[config.mk]
export PLATFORM = sky130hd
export DESIGN_NAME = pdc_top
export DESIGN_NICKNAME = d
export VERILOG_FILES = /design/src/rtl/pdc_pkg.sv /design/src/rtl/pdc_rst_sync.sv /design/src/rtl/pdc_addr_dec.sv /design/src/rtl/pdc_domain_seq.sv /design/src/rtl/pdc_top.sv
export SDC_FILE = /design/constraint.sdc
export NUM_CORES = 1
export LEC_CHECK = 0
export BUFFER_PORTS_ARGS = -buffer_cell sky130_fd_sc_hd__buf_2
export CAP_MARGIN = 10
export CORE_MARGIN = 4
export CORE_UTILIZATION = 56
export CTS_CLUSTER_SIZE = 12
export DETAILED_ROUTE_END_ITERATION = 8
export GPL_TIMING_DRIVEN = 0
export PLACE_DENSITY = 0.79
export SETUP_SLACK_MARGIN = 0.05
export SLEW_MARGIN = 20
export SYNTH_ARGS = -nofsm -noshare
export SYNTH_HDL_FRONTEND = slang
export SYNTH_SLANG_ARGS = --single-unit
export TNS_END_PERCENT = 100
[constraint.sdc]
create_clock -name clk -period 4.7 [get_ports clk]
set_input_delay 1.175 -clock clk [delete_from_list [all_inputs] [get_ports clk]]
set_output_delay 1.175 -clock clk [all_outputs]
set_load 0.01 [all_outputs]
[src/rtl/pdc_pkg.sv]
package pdc_pkg;
  localparam int WIN_BITS = 7;

  localparam logic [WIN_BITS-1:0] OFF_STEP_DLY = 7'h14;
  localparam logic [WIN_BITS-1:0] OFF_DOWN_DLY = 7'h18;
  localparam logic [WIN_BITS-1:0] OFF_UP_DLY   = 7'h1C;
  localparam logic [WIN_BITS-1:0] OFF_CMD      = 7'h20;
  localparam logic [WIN_BITS-1:0] OFF_STAT     = 7'h24;
  localparam logic [WIN_BITS-1:0] OFF_GATES    = 7'h30;
  localparam logic [WIN_BITS-1:0] OFF_SWITCH   = 7'h34;

  localparam logic [1:0] PWR_ON  = 2'd1;
  localparam logic [1:0] PWR_OFF = 2'd2;

  localparam int STAT_DONE_BIT  = 1;
  localparam int STAT_BUSY_BIT  = 3;
  localparam int STAT_STATE_LSB = 16;

  typedef enum logic [2:0] {
    SQ_IDLE,
    SQ_ACT,
    SQ_ACK,
    SQ_WAIT,
    SQ_FIN
  } seq_state_e;
endpackage

[src/rtl/pdc_rst_sync.sv]
module pdc_rst_sync #(
  parameter int STAGES = 2
) (
  input  logic clk,
  input  logic rst_n,
  output logic rst_sync_n
);
  logic [STAGES-1:0] sync_q;

  always_ff @(posedge clk or negedge rst_n) begin
    if (!rst_n) sync_q <= '0;
    else        sync_q <= {sync_q[STAGES-2:0], 1'b1};
  end

  assign rst_sync_n = sync_q[STAGES-1];
endmodule

[src/rtl/pdc_addr_dec.sv]
module pdc_addr_dec import pdc_pkg::*; #(
  parameter int NUM_DOM  = 3,
  parameter int DOM_BITS = 2,
  localparam int ADDR_W  = DOM_BITS + WIN_BITS
) (
  input  logic [ADDR_W-1:0]   addr,
  output logic [NUM_DOM-1:0]  dom_sel,
  output logic [WIN_BITS-1:0] win_off
);
  assign win_off = addr[WIN_BITS-1:0];

  for (genvar i = 0; i < NUM_DOM; i++) begin : g_sel
    assign dom_sel[i] = (addr[ADDR_W-1:WIN_BITS] == DOM_BITS'(i));
  end
endmodule

[src/rtl/pdc_domain_seq.sv]
module pdc_domain_seq import pdc_pkg::*; #(
  parameter int DLY_W   = 8,
  parameter int RST_DLY = 2
) (
  input  logic                clk,
  input  logic                rst_n,
  input  logic                wr_en,
  input  logic [WIN_BITS-1:0] win_off,
  input  logic [31:0]         wdata,
  input  logic                sw_ack,
  output logic [31:0]         rd_data,
  output logic                dom_rst_n,
  output logic                dom_clk_en,
  output logic                dom_iso,
  output logic                dom_pwr_sw,
  output logic                busy,
  output logic                done,
  output logic [1:0]          cur_state
);
  localparam logic [DLY_W-1:0] DLY_INIT  = DLY_W'(RST_DLY);
  localparam logic [1:0]       LAST_STEP = 2'd3;

  // configuration
  logic [DLY_W-1:0] step_dly_q, down_dly_q, up_dly_q;
  logic             wr_step, wr_down, wr_up, wr_cmd, wr_stat;

  // sequencer
  seq_state_e       seq_q, seq_d;
  logic [1:0]       step_q, step_d;
  logic             going_down_q, going_down_d;
  logic [DLY_W-1:0] cnt_q, cnt_d;
  logic [1:0]       pwr_q, pwr_d;
  logic             busy_q, busy_d, done_q, done_d;
  logic             rstn_q, rstn_d, clken_q, clken_d, iso_q, iso_d, sw_q, sw_d;
  logic [DLY_W-1:0] wait_len;
  logic             switch_step;

  assign wr_step = wr_en && (win_off == OFF_STEP_DLY);
  assign wr_down = wr_en && (win_off == OFF_DOWN_DLY);
  assign wr_up   = wr_en && (win_off == OFF_UP_DLY);
  assign wr_cmd  = wr_en && (win_off == OFF_CMD);
  assign wr_stat = wr_en && (win_off == OFF_STAT);

  always_comb begin
    if (step_q == LAST_STEP) wait_len = going_down_q ? down_dly_q : up_dly_q;
    else                     wait_len = step_dly_q;
    switch_step = going_down_q ? (step_q == LAST_STEP) : (step_q == 2'd0);
  end

  always_comb begin
    seq_d        = seq_q;
    step_d       = step_q;
    going_down_d = going_down_q;
    cnt_d        = cnt_q;
    pwr_d        = pwr_q;
    busy_d       = busy_q;
    done_d       = done_q;
    rstn_d       = rstn_q;
    clken_d      = clken_q;
    iso_d        = iso_q;
    sw_d         = sw_q;

    if (wr_stat && wdata[STAT_DONE_BIT]) done_d = 1'b0;

    unique case (seq_q)
      SQ_IDLE: begin
        if (wr_cmd && !busy_q) begin
          if (wdata == 32'(PWR_OFF) && pwr_q == PWR_ON) begin
            going_down_d = 1'b1;
            seq_d        = SQ_ACT;
            step_d       = 2'd0;
            busy_d       = 1'b1;
          end else if (wdata == 32'(PWR_ON) && pwr_q == PWR_OFF) begin
            going_down_d = 1'b0;
            seq_d        = SQ_ACT;
            step_d       = 2'd0;
            busy_d       = 1'b1;
          end
        end
      end
      SQ_ACT: begin
        unique case ({going_down_q, step_q})
          3'b1_00: clken_d = 1'b0;
          3'b1_01: rstn_d  = 1'b0;
          3'b1_10: iso_d   = 1'b1;
          3'b1_11: sw_d    = 1'b0;
          3'b0_00: sw_d    = 1'b1;
          3'b0_01: iso_d   = 1'b0;
          3'b0_10: rstn_d  = 1'b1;
          3'b0_11: clken_d = 1'b1;
          default: ;
        endcase
        if (switch_step) begin
          seq_d = SQ_ACK;
        end else begin
          seq_d = SQ_WAIT;
          cnt_d = wait_len;
        end
      end
      SQ_ACK: begin
        if (sw_ack == sw_q) begin
          seq_d = SQ_WAIT;
          cnt_d = wait_len;
        end
      end
      SQ_WAIT: begin
        if (cnt_q == '0) begin
          if (step_q == LAST_STEP) begin
            seq_d = SQ_FIN;
            pwr_d = going_down_q ? PWR_OFF : PWR_ON;
          end else begin
            step_d = step_q + 2'd1;
            seq_d  = SQ_ACT;
          end
        end else begin
          cnt_d = cnt_q - DLY_W'(1);
        end
      end
      SQ_FIN: begin
        seq_d  = SQ_IDLE;
        busy_d = 1'b0;
        done_d = 1'b1;
      end
      default: seq_d = SQ_IDLE;
    endcase
  end

  always_ff @(posedge clk or negedge rst_n) begin
    if (!rst_n) begin
      step_dly_q <= DLY_INIT;
      down_dly_q <= DLY_INIT;
      up_dly_q   <= DLY_INIT;
    end else begin
      if (wr_step) step_dly_q <= wdata[DLY_W-1:0];
      if (wr_down) down_dly_q <= wdata[DLY_W-1:0];
      if (wr_up)   up_dly_q   <= wdata[DLY_W-1:0];
    end
  end

  always_ff @(posedge clk or negedge rst_n) begin
    if (!rst_n) begin
      seq_q        <= SQ_IDLE;
      step_q       <= 2'd0;
      going_down_q <= 1'b0;
      cnt_q        <= '0;
      pwr_q        <= PWR_ON;
      busy_q       <= 1'b0;
      done_q       <= 1'b0;
      rstn_q       <= 1'b1;
      clken_q      <= 1'b1;
      iso_q        <= 1'b0;
      sw_q         <= 1'b1;
    end else begin
      seq_q        <= seq_d;
      step_q       <= step_d;
      going_down_q <= going_down_d;
      cnt_q        <= cnt_d;
      pwr_q        <= pwr_d;
      busy_q       <= busy_d;
      done_q       <= done_d;
      rstn_q       <= rstn_d;
      clken_q      <= clken_d;
      iso_q        <= iso_d;
      sw_q         <= sw_d;
    end
  end

  always_comb begin
    rd_data = '0;
    unique case (win_off)
      OFF_STEP_DLY: rd_data[DLY_W-1:0] = step_dly_q;
      OFF_DOWN_DLY: rd_data[DLY_W-1:0] = down_dly_q;
      OFF_UP_DLY:   rd_data[DLY_W-1:0] = up_dly_q;
      OFF_STAT: begin
        rd_data[STAT_STATE_LSB +: 2] = pwr_q;
        rd_data[STAT_BUSY_BIT]       = busy_q;
        rd_data[STAT_DONE_BIT]       = done_q;
      end
      OFF_GATES:  rd_data[2:0] = {iso_q, clken_q, rstn_q};
      OFF_SWITCH: rd_data[0]   = sw_ack;
      default: ;
    endcase
  end

  assign dom_rst_n  = rstn_q;
  assign dom_clk_en = clken_q;
  assign dom_iso    = iso_q;
  assign dom_pwr_sw = sw_q;
  assign busy       = busy_q;
  assign done       = done_q;
  assign cur_state  = pwr_q;
endmodule

[src/rtl/pdc_top.sv]
module pdc_top import pdc_pkg::*; #(
  parameter int NUM_DOM  = 3,
  parameter int DLY_W    = 8,
  parameter int RST_DLY  = 2,
  localparam int DOM_BITS = (NUM_DOM > 1) ? $clog2(NUM_DOM) : 1,
  localparam int ADDR_W   = DOM_BITS + WIN_BITS
) (
  input  logic               clk,
  input  logic               rst_n,
  input  logic               bus_wr_en,
  input  logic [ADDR_W-1:0]  bus_addr,
  input  logic [31:0]        bus_wdata,
  output logic [31:0]        bus_rd_data,
  input  logic [NUM_DOM-1:0] sw_ack,
  output logic [NUM_DOM-1:0] dom_rst_n,
  output logic [NUM_DOM-1:0] dom_clk_en,
  output logic [NUM_DOM-1:0] dom_iso,
  output logic [NUM_DOM-1:0] dom_pwr_sw
);
  logic                   rst_core_n;
  logic [NUM_DOM-1:0]     dom_sel;
  logic [WIN_BITS-1:0]    win_off;
  logic [31:0]            rd_vec [NUM_DOM];
  logic [NUM_DOM-1:0]     dom_busy;
  logic [NUM_DOM-1:0]     dom_done;
  logic [2*NUM_DOM-1:0]   dom_state_flat;

  pdc_rst_sync #(.STAGES(2)) u_rst (
    .clk        (clk),
    .rst_n      (rst_n),
    .rst_sync_n (rst_core_n)
  );

  pdc_addr_dec #(.NUM_DOM(NUM_DOM), .DOM_BITS(DOM_BITS)) u_dec (
    .addr    (bus_addr),
    .dom_sel (dom_sel),
    .win_off (win_off)
  );

  for (genvar i = 0; i < NUM_DOM; i++) begin : g_dom
    pdc_domain_seq #(.DLY_W(DLY_W), .RST_DLY(RST_DLY)) u_seq (
      .clk        (clk),
      .rst_n      (rst_core_n),
      .wr_en      (bus_wr_en & dom_sel[i]),
      .win_off    (win_off),
      .wdata      (bus_wdata),
      .sw_ack     (sw_ack[i]),
      .rd_data    (rd_vec[i]),
      .dom_rst_n  (dom_rst_n[i]),
      .dom_clk_en (dom_clk_en[i]),
      .dom_iso    (dom_iso[i]),
      .dom_pwr_sw (dom_pwr_sw[i]),
      .busy       (dom_busy[i]),
      .done       (dom_done[i]),
      .cur_state  (dom_state_flat[2*i +: 2])
    );
  end

  always_comb begin
    bus_rd_data = '0;
    for (int i = 0; i < NUM_DOM; i++) begin
      if (dom_sel[i]) bus_rd_data = bus_rd_data | rd_vec[i];
    end
  end
endmodule

=== Word-level counts from Yosys, hierarchy flattened ===
Index checks and enable logic that the tools add are counted.

* Reduce and logical (&&, ||, !) cells: 100
* Equality and inequality tests: 77
* Add/sub/neg operators: 6
* Mux-type cells: 123
* Bitwise logic cells: 5

{| class="wikitable"
|+ Operators by type and width
! operator !! number
|-
| $mux 8 || 15
|-
| $pmux 8 s3 || 3
|-
| $mux 3 || 18
|-
| $reduce_bool 2->1 || 24
|-
| $eq 3x3->1 const B || 15
|-
| $mux 2 || 21
|-
| $eq 3x2->1 const B || 12
|-
| $mux 18 || 2
|-
| $pmux 3 s4 || 3
|-
| $pmux 4 s3 || 3
|-
| $eq 32x1->1 const B || 1
|-
| $eq 32x2->1 const B || 1
|-
| $mux 32 || 1
|-
| $or 32x18->32 || 1
|-
| $pmux 1 s2 || 15
|-
| $pmux 1 s5 || 6
|-
| $eq 7x6->1 const B || 4
|-
| $logic_and 1x1->1 || 27
|-
| $mux 1 || 27
|-
| $reduce_and 3->1 || 9
|-
| $logic_not 8->1 || 3
|-
| $pmux 1 s4 || 6
|-
| $reduce_and 2->1 || 12
|-
| $reduce_and 4->1 || 6
|-
| 18 further kinds || 76
|}

* Logic and storage cells: 354
* Flip-flop bits (word level): 140
* Input port bits: 47

=== Longest topological paths before layout ===
Gate-level depths: netlist (run 1).

* Word-level depth: 7
* Gate-level depth with buffers: 9
* Gate-level depth less buffers: 7

=== By module ===
Synthesis (run 1) repeated with hierarchy kept, for this count alone.

* Cell total of the unflattened synthesis: 992
* Area, all modules: 9495.4 µm²

{| class="wikitable"
|+ By module, submodules not included
! module !! cells an instance !! times used !! area each (µm²)
|-
| pdc_domain_seq at g_dom[1].u_seq || 306 || 1 || 2980.4
|-
| pdc_domain_seq at g_dom[2].u_seq || 301 || 1 || 2959.1
|-
| pdc_domain_seq at g_dom[0].u_seq || 293 || 1 || 2862.7
|-
| pdc_top || 79 || 1 || 568.0
|-
| pdc_addr_dec || 10 || 1 || 71.3
|-
| pdc_rst_sync || 3 || 1 || 53.8
|}

=== Worst setup path before layout (run 1) ===
No wires, ideal clock.

* Path type: input-to-output
* Start: input port bus_addr[1]
* End: output port bus_rd_data[2]
* Cell stages on the path: 7
* Arrival: 2.914 ns
* Slack: 0.611 ns
* Path buffers: 2
* Data required time: 3.525 ns
* Cell sequence: or4b_4 or2_0 buf_6 buf_12 nor2_1 nor3_1 o41ai_1

* Cells in the longest elaborated chain, start to end: 7

{| class="wikitable"
|+ RTL lines
! item !! RTL line !! text
|-
| start, declared || pdc_top.sv:11 || <nowiki>input logic [ADDR_W-1:0] bus_addr,</nowiki>
|-
| $eq 7x6->1 or $eq 7x5->1 (tied branches) || pdc_domain_seq.sv:170 || <nowiki>unique case (win_off)</nowiki>
|-
| $pmux 1 s4 || pdc_domain_seq.sv:170 ||
|-
| $mux 18 || pdc_top.sv:62 || <nowiki>if (dom_sel[i]) bus_rd_data = bus_rd_data | rd_vec[i];</nowiki>
|-
| $or 18x18->18 || pdc_top.sv:62 ||
|-
| $mux 18 || pdc_top.sv:62 ||
|-
| $or 32x18->32 || pdc_top.sv:62 ||
|-
| $mux 32 * || pdc_top.sv:62 ||
|-
| end, declared || pdc_top.sv:13 || <nowiki>output logic [31:0] bus_rd_data,</nowiki>
|}

Mark *: on every way between the ends. The rest lies on a longest branch, timed or not.

=== Final worst setup path (run 1) ===
* Start: input port bus_addr[2]
* End: output port bus_rd_data[1]

* Cells in the longest elaborated chain, start to end: 7

{| class="wikitable"
|+ RTL lines
! item !! RTL line
|-
| $eq 7x6->1 or $eq 7x5->1 (tied branches) || pdc_domain_seq.sv:170
|-
| $pmux 1 s5 || pdc_domain_seq.sv:170
|-
| $mux 18 || pdc_top.sv:62
|-
| $or 18x18->18 || pdc_top.sv:62
|-
| $mux 18 || pdc_top.sv:62
|-
| $or 32x18->32 || pdc_top.sv:62
|-
| $mux 32 * || pdc_top.sv:62
|}

Marked as above.

==> results by group, run 1 <==
Power and ir drop
  – Total power: 0.00382 W
  – Sequential power share: 0.375
  – Pleak: approximately 4.4 nW
  – Switch Pwr: 0.00130 W
  – P_int: between 0.002 and 0.003 W
  – VDD IR max: 0.000261 V
  – Gate power share: 0.274
  – Clock power frac: 0.351
  – Power per cell area: 392 nW/µm²
  – Sw Ratio: 0.340

Drt
  – Vias: 7137
  – DRT Wirelength: around 22 mm
  – Wire length per cell: around 19 µm
  – Remaining antenna violation count: 0
  – Vias/cell: ~6.2
  – DRT Pass-1 Iters: 5
  – Initial drt markers: 628
  – DR DRC count: 0

Critical path
  – CP arrival: between 3 and 4 ns
  – Crit path capture type: output pin
  – Type of origin of the critical path: input port
  – CP max FO: 8
  – Path type of the worst setup path: input port to output pin
  – CP Data Required Time: between 3 and 4 ns

Timing
  – # setup viols final: 0
  – Fin crit share: 0.982
  – Final hold vios: 0
  – Setup ws final: 0.0836 ns
  – Max Slew Vio Count: 0
  – FMAX: 217 MHz
  – Clk_skew: 0.00882 ns
  – Worst Max-Slew Pin Slew: 0.977 ns
  – Final min period: 4.62 ns
  – RSZ-0062 raised after global routing: false
  – Slew HR: 0.344
  – Setup TNS: 0 ns

Placed design
  – IO Port Bufs: 62
  – DP HPWL: 16.2 mm
  – Pre-CTS setup slack: -0.123 ns
  – Placed inst area: 9140 µm²
  – Placer Congestion: 0.966

Global route
  – Global-route wire length before repair: between 30 and 40 mm
  – Vias in the first global route: 6871
  – Grt ovf: 0
  – GR Util met3: 0.0504
  – Tot GR Track Use: 0.270
  – Initial antenna violation count: 0
  – Gr busiest metal: met2
  – Met2 Track Usage GR: 0.434
  – Largest net degree at the start of global routing: 55
  – Global-route met1 utilization: 0.363

Layout
  – Layout cell share with drive strength beyond 1: 0.295
  – Nets@finish: 1027
  – Final Instance Area: 9740 µm²
  – Antenna Cells: 0
  – Filler cells: around 1200
  – Layout area overhead: 15.1%

Synth
  – Post-synth top area share: 0.352
  – Mapped Area: 8460 µm²
  – Yosys reg bits: 140
  – Cell variety after synth: 68
  – Largest area contributor in the netlist: dfrtp_1
  – Syn Area/Cell: 9.86 µm²
  – Top post-synthesis cells by count: dfrtp_1, mux2_2, nor2_1
  – YS warnings: 0
  – Adder-cell share of the synthesized area: 0.0266
  – Post-synthesis compound-gate area fraction: 0.160
  – Count leader, synth: dfrtp_1
  – XOR/XNOR share of the synthesized area: 0.00414
  – EDFF count, synth: 0
  – Post-synth ARST share: 1.00
  – Post-Synth Simple-Gate Area: 0.154
  – Ys flop type: dfrtp_1
  – Mux share of post-synthesis cell area: 0.171
  – Top cells by area, synth: dfrtp_1, mux2_2, dfstp_2
  – Post-Synthesis Cells: between 800 and 900
  – Sequential area share after synthesis: 0.417
  – Largest family of logic cells by synthesized area: multiplexers

CTS
  – Reg clk slew, reported paths: about 0.060 ns
  – Number of buffers created by CTS: 17
  – Root Buffer: clkbuf_16
  – CTS tree: built
  – CTS H-Tree Depth: 4
  – CTS Hold Bufs: 0
  – Clk Latency, worst-skew pair: around 0.43 ns
  – Clock buffer depth: 2
  – CTS Sinks: 140

Floorplanning
  – Die height: 131 µm
  – DIE WIDTH: roughly 130 µm
  – Core Box Area: between 10000 and 15000 µm²
  – Starting Density: 0.578
  – I/O Pins: 91
  – Placement Rows: 44
  – Die ar.: 17100 µm²

Outcome
  – Status: complete, no violations

Worst hold path
  – Hold Path Class: flop to asynchronous set/reset pin

Flow run
  – MaxCap Viol Count: 0
worst paths after layout:
check                           cells after the start  slack (ns)                     from                      endpoint
worst min register to register                      0        0.34          u_rst.sync_q[1]       g_dom[1].u_seq.cnt_q[6]
max in group asynchronous                           1        3.65          u_rst.sync_q[1]  g_dom[0].u_seq.down_dly_q[1]
worst min-delay path                                0        0.34          u_rst.sync_q[1]       g_dom[1].u_seq.cnt_q[6]
worst max register to register                      9        2.14  g_dom[2].u_seq.cnt_q[0]       g_dom[2].u_seq.cnt_q[6]
min in group clk                                    0        0.37          u_rst.sync_q[0]               u_rst.sync_q[1]
worst max-delay path                                9        0.08              bus_addr[2]                bus_rd_data[1]
what timing repair did:
| action | in CTS | in global routing |
|---|---|---|
| buffers inserted | 0 | 0 |
| gates resized for setup | 2 | 6 |
| setup endpoints to repair | 2 | 6 |
flip-flops by register name, indices dropped and copies added (netlist names), 6 cells and up:
| name | flops |
|---|---|
| g_dom.u_seq.step_q | 6 |
| g_dom.u_seq.step_dly_q | 24 |
| g_dom.u_seq.down_dly_q | 24 |
| g_dom.u_seq.cur_state | 6 |
| g_dom.u_seq.up_dly_q | 24 |
| g_dom.u_seq.seq_q | 9 |
| g_dom.u_seq.cnt_q | 24 |
layer usage:
metal | wire length (µm) | up-vias | share of wire
met3 | 1510 | 61 | 0.067
met1 | 9470 | 3493 | 0.42
met4 | 719 | 0 | 0.032
met2 | 10700 | 295 | 0.48
li1 | - | 3288 | -
met5 | 0 | - | 0
layout make-up:
cell class / count / area (µm²) / area share
Multi-Input combinational cell: 632 / 4460 / 0.458
Sequential cell: 140 / 3530 / 0.363
Buffer: 85 / 484 / 0.0497
Clock buffer: 19 / 443 / 0.0455
Timing Repair Buffer: 64 / 365 / 0.0375
Tap cell: 184 / 230 / 0.0236
Clock inverter: 13 / 141 / 0.0145
Inverter: 22 / 82.6 / 0.00848
power groups by stage:
stage | Clock (W) | Sequential [W] | Combinational [W]
floorplan | 0 | 0.00143 | 0.000768
detailed placement | 0 | 0.00145 | 0.00102
global placement | 0 | 0.00146 | 0.000969
CTS | 0.00135 | 0.00143 | 0.00103
global route | 0.00141 | 0.00145 | 0.00118
finish | 0.00134 | 0.00143 | 0.00105
placed cells by master (no fill, tap or decap), drive strengths merged, types with 5 or more instances in the layout:
| cell | instances |
|---|---|
| nand3b | 9 |
| nor4 | 14 |
| clkinv | 5 |
| nand4 | 5 |
| mux2i | 32 |
| inv | 25 |
| a22oi | 10 |
| nor2b | 6 |
| a21oi | 57 |
| nand3 | 13 |
| mux2 | 100 |
| conb | 23 |
| a221oi | 5 |
| nor3 | 29 |
| or3 | 8 |
| nand2b | 5 |
| nor3b | 5 |
| a22o | 23 |
| dfrtp | 119 |
| o21ai | 58 |
| nor2 | 68 |
| a31oi | 7 |
| clkbuf | 58 |
| a31o | 5 |
| dfstp | 21 |
| nand2 | 62 |
| ha | 18 |
| a211oi | 9 |
| buf | 110 |
kinds of logic after synthesis:
group,count (synthesis)
fa+ha+maj,18
flops,140
mux,132
xor+xnor,4
buf+inv,107
simple gates,245
compound gates,210
other cells,2
through the flow:
stage                     utilization  cells  hold WS [ns]
after floorplan                     -    879         0.331
after global placement          0.620   1125         0.343
after detailed placement        0.624   1127         0.336
after CTS                       0.664   1159         0.362
after global routing            0.665   1159         0.370
final                           0.665   1159         0.339
worst max-delay path: stages:
cell and delay (ns):
buf_2 0.19, nor2b_1 0.15, clkbuf_1 0.34, and3_1 0.21, clkbuf_1 0.34, a221oi_1 0.15
a21boi_0 0.17, o32ai_1 0.48, buf_2 0.23
(Power assumes the default switching activity.)
==> run 2: changes to the inputs <==
Settings changed: BUFFER_PORTS_ARGS -buffer_cell sky130_fd_sc_hd__buf_2 to not set, CORE_MARGIN 4 to 1, DONT_BUFFER_PORTS set to 1, PLACE_DENSITY 0.79 to 0.73.
==> run 2 against run 1 <==
  * The run now ends with design-rule violations left
  * Cell area down 3.7%
  * Die area decreased by 9.0%
  * Routed wire length down 1.2%
  * Hold slack got worse by 0.0083 ns
  * Clock-buffer cell count shrank 2
==> results by group, run 2 (synthesized netlist as in run 1, its figures left out) <==
Outcome
  – Status: finished with violations
  – Failing checks: design-rule violations

Drt
  – Vias: 6823 (-4.4%)
  – Wire length per cell: 20.2 µm (+4.4%)
  – DR DRC count: 12 (+12)
  – DRT Pass-1 Iters: 9 (+4)
  – Vias/cell: 6.22 (+1.0%)
  – Initial drt markers: 488 (-22%)
  – DRT Wirelength: 22.1 mm (-1.2%)
  – Remaining antenna violation count: 0 (unchanged)

Worst hold path
  – Hold Path Class: flop to asynchronous set/reset pin

Floorplanning
  – I/O Pins: 91 (unchanged)
  – Placement Rows: 44 (unchanged)
  – Die height: 125 µm (-4.6%)
  – Die ar.: 15600 µm² (-9.0%)
  – Core Box Area: 14600 µm² (unchanged)
  – Starting Density: 0.578 (unchanged)
  – DIE WIDTH: 125 µm (-4.6%)

Global route
  – Grt ovf: 0 (unchanged)
  – Vias in the first global route: 6579 (-4.2%)
  – Largest net degree at the start of global routing: 51 (-7.3%)
  – Global-route wire length before repair: 35.7 mm (about the same)
  – Initial antenna violation count: 0 (unchanged)
  – Tot GR Track Use: 0.295 (+0.0253)

Timing
  – # setup viols final: 0 (unchanged)
  – Final min period: 4.49 ns (-0.123 ns)
  – Slew HR: 0.223 (-0.121)
  – Final hold vios: 0 (unchanged)
  – Max Slew Vio Count: 0 (unchanged)
  – Clk_skew: 0.00670 ns (-0.00211 ns)
  – Setup ws final: 0.207 ns (+0.123 ns)
  – RSZ-0062 raised after global routing: false
  – Fin crit share: 0.956 (-0.0263)
  – Worst Max-Slew Pin Slew: 1.16 ns (+0.180 ns)
  – FMAX: 223 MHz (+2.7%)
  – Hold WS: 0.331 ns (-0.00829 ns)

Placed design
  – Placer Congestion: 0.972 (+0.66%)
  – IO Port Bufs: 0 (-100%)
  – Cell count after placement: 1065 (-5.5%)
  – DP HPWL: 16.0 mm (-0.83%)
  – Pre-CTS setup slack: 0.181 ns (+0.304 ns)

Flow run
  – MaxCap Viol Count: 0 (unchanged)

Layout
  – Final Non-Filler Cells: 1097 (-5.3%)
  – Most common cell after layout, fill and taps aside: dfrtp_1
  – Layout area overhead: 10.9%
  – Layout cell share with drive strength beyond 1: 0.243 (-0.0522)
  – Nets@finish: 965 (-6.0%)
  – Most frequent cells in the layout: dfrtp_1, mux2_2, nor2_1, nand2_1
  – Antenna Cells: 0 (unchanged)

Critical path
  – Reg2reg path depth: 7 (-2)
  – CP max FO: 10 (+2)
  – Reg-to-reg endpoint: g_dom[1].u_seq.cnt_q[6]
  – Type of origin of the critical path: input port
  – Flop-to-flop setup slack: 2.18 ns (+0.04 ns)
  – Crit path capture type: output pin
  – CP arrival: 3.32 ns (-0.12 ns)
  – CP Data Required Time: 3.52 ns (about the same)
  – CP max-delay cell: o41ai_1
  – Cell Chain, Critical Path: clkbuf_1 > buf_2 > mux2i_1 > o21ai_0 > a21oi_1 > o41ai_1
  – Path type of the worst setup path: input port to output pin
  – Worst reg2reg startpoint: g_dom[1].u_seq.cnt_q[0]
  – Max stage delay on crit path: 0.75 ns (+0.27 ns)

CTS
  – Reg clk slew, reported paths: 0.06 ns (about the same)
  – CTS tree: built
  – Number of buffers created by CTS: 17 (unchanged)
  – CTS Sinks: 140 (unchanged)
  – Clock buffer depth: 2 (unchanged)
  – Root Buffer: clkbuf_16
  – Clk Latency, worst-skew pair: 0.43 ns (about the same)
  – CTS H-Tree Depth: 4 (unchanged)

Power and ir drop
  – VDD IR max: 0.000279 V (+6.9%)
  – Total power: 0.00367 W (-4.0%)
  – Power per cell area: 391 nW/µm² (-0.34%)
  – Pleak: 4.11 nW (-7.2%)
run 2: routing by layer:
metal / up-vias / part of all wire / global-route usage
met4: 0 / 0.034 / 0.128
met5: - / 0 / 0
met3: 57 / 0.063 / 0.0662
li1: 3166 / - / -
met2: 237 / 0.46 / 0.462
met1: 3363 / 0.44 / 0.395
run 2: worst max-delay path: cells and delay by family:
family / cells / cell delay (ns)
buffers and inverters: 2 / 0.91
muxes: 1 / 0.18
AOI/OAI and AO/OA: 3 / 1.04
run 2: what timing repair did:
item | in CTS | in global routing
resized for setup | 0 | 1
setup endpoints to repair | 0 | 1
buffers inserted | 0 | 0
hold buffers | 0 | 0
run 2: worst max-delay path by stage:
| stage | from | to | slack [ns] | cells after the start |
|---|---|---|---|---|
| 4_1_cts | bus_addr[2] | bus_rd_data[2] | 0.17 | 7 |
| 2_1_floorplan | u_rst.sync_q[1] | g_dom[0].u_seq.busy | 0.55 | 0 |
| 3_3_place_gp | u_rst.sync_q[1] | g_dom[0].u_seq.cnt_q[3] | -1.08 | 0 |
| 6_report | bus_addr[2] | bus_rd_data[0] | 0.21 | 6 |
| 3_5_place_dp | bus_addr[1] | bus_rd_data[2] | 0.18 | 7 |
| 5_1_grt | bus_addr[2] | bus_rd_data[2] | 0.15 | 8 |
run 2: through the flow:
| stage | util | instance area, µm² | setup TNS [ns] |
|---|---|---|---|
| 3_3_place_gp | 0.599 | 8770 | -124.86 |
| 6_report | 0.641 | 9380 | 0 |
| 5_1_grt | 0.641 | 9380 | 0 |
| 3_5_place_dp | 0.603 | 8830 | 0 |
| 4_1_cts | 0.640 | 9370 | 0 |
| 2_1_floorplan | - | 8540 | 0 |
run 2: cell type report:
class,count,area (µm²)
multi-input cells,632,4460
clock buffers,17,425
well taps,184,230
fillers,1240,5260
repair buffers,2,55.1
flip-flops and latches,140,3530
plain buffers,85,478
inverters,22,82.6
clock inverters,15,119
run 2: where the power goes:
part | internal (W) | leakage, nW | switching (W)
Combinational | 0.000382 | 2.07 | 0.000620
Sequential | 0.00133 | 1.80 | 0.000104
Clock | 0.000678 | 0.244 | 0.000556
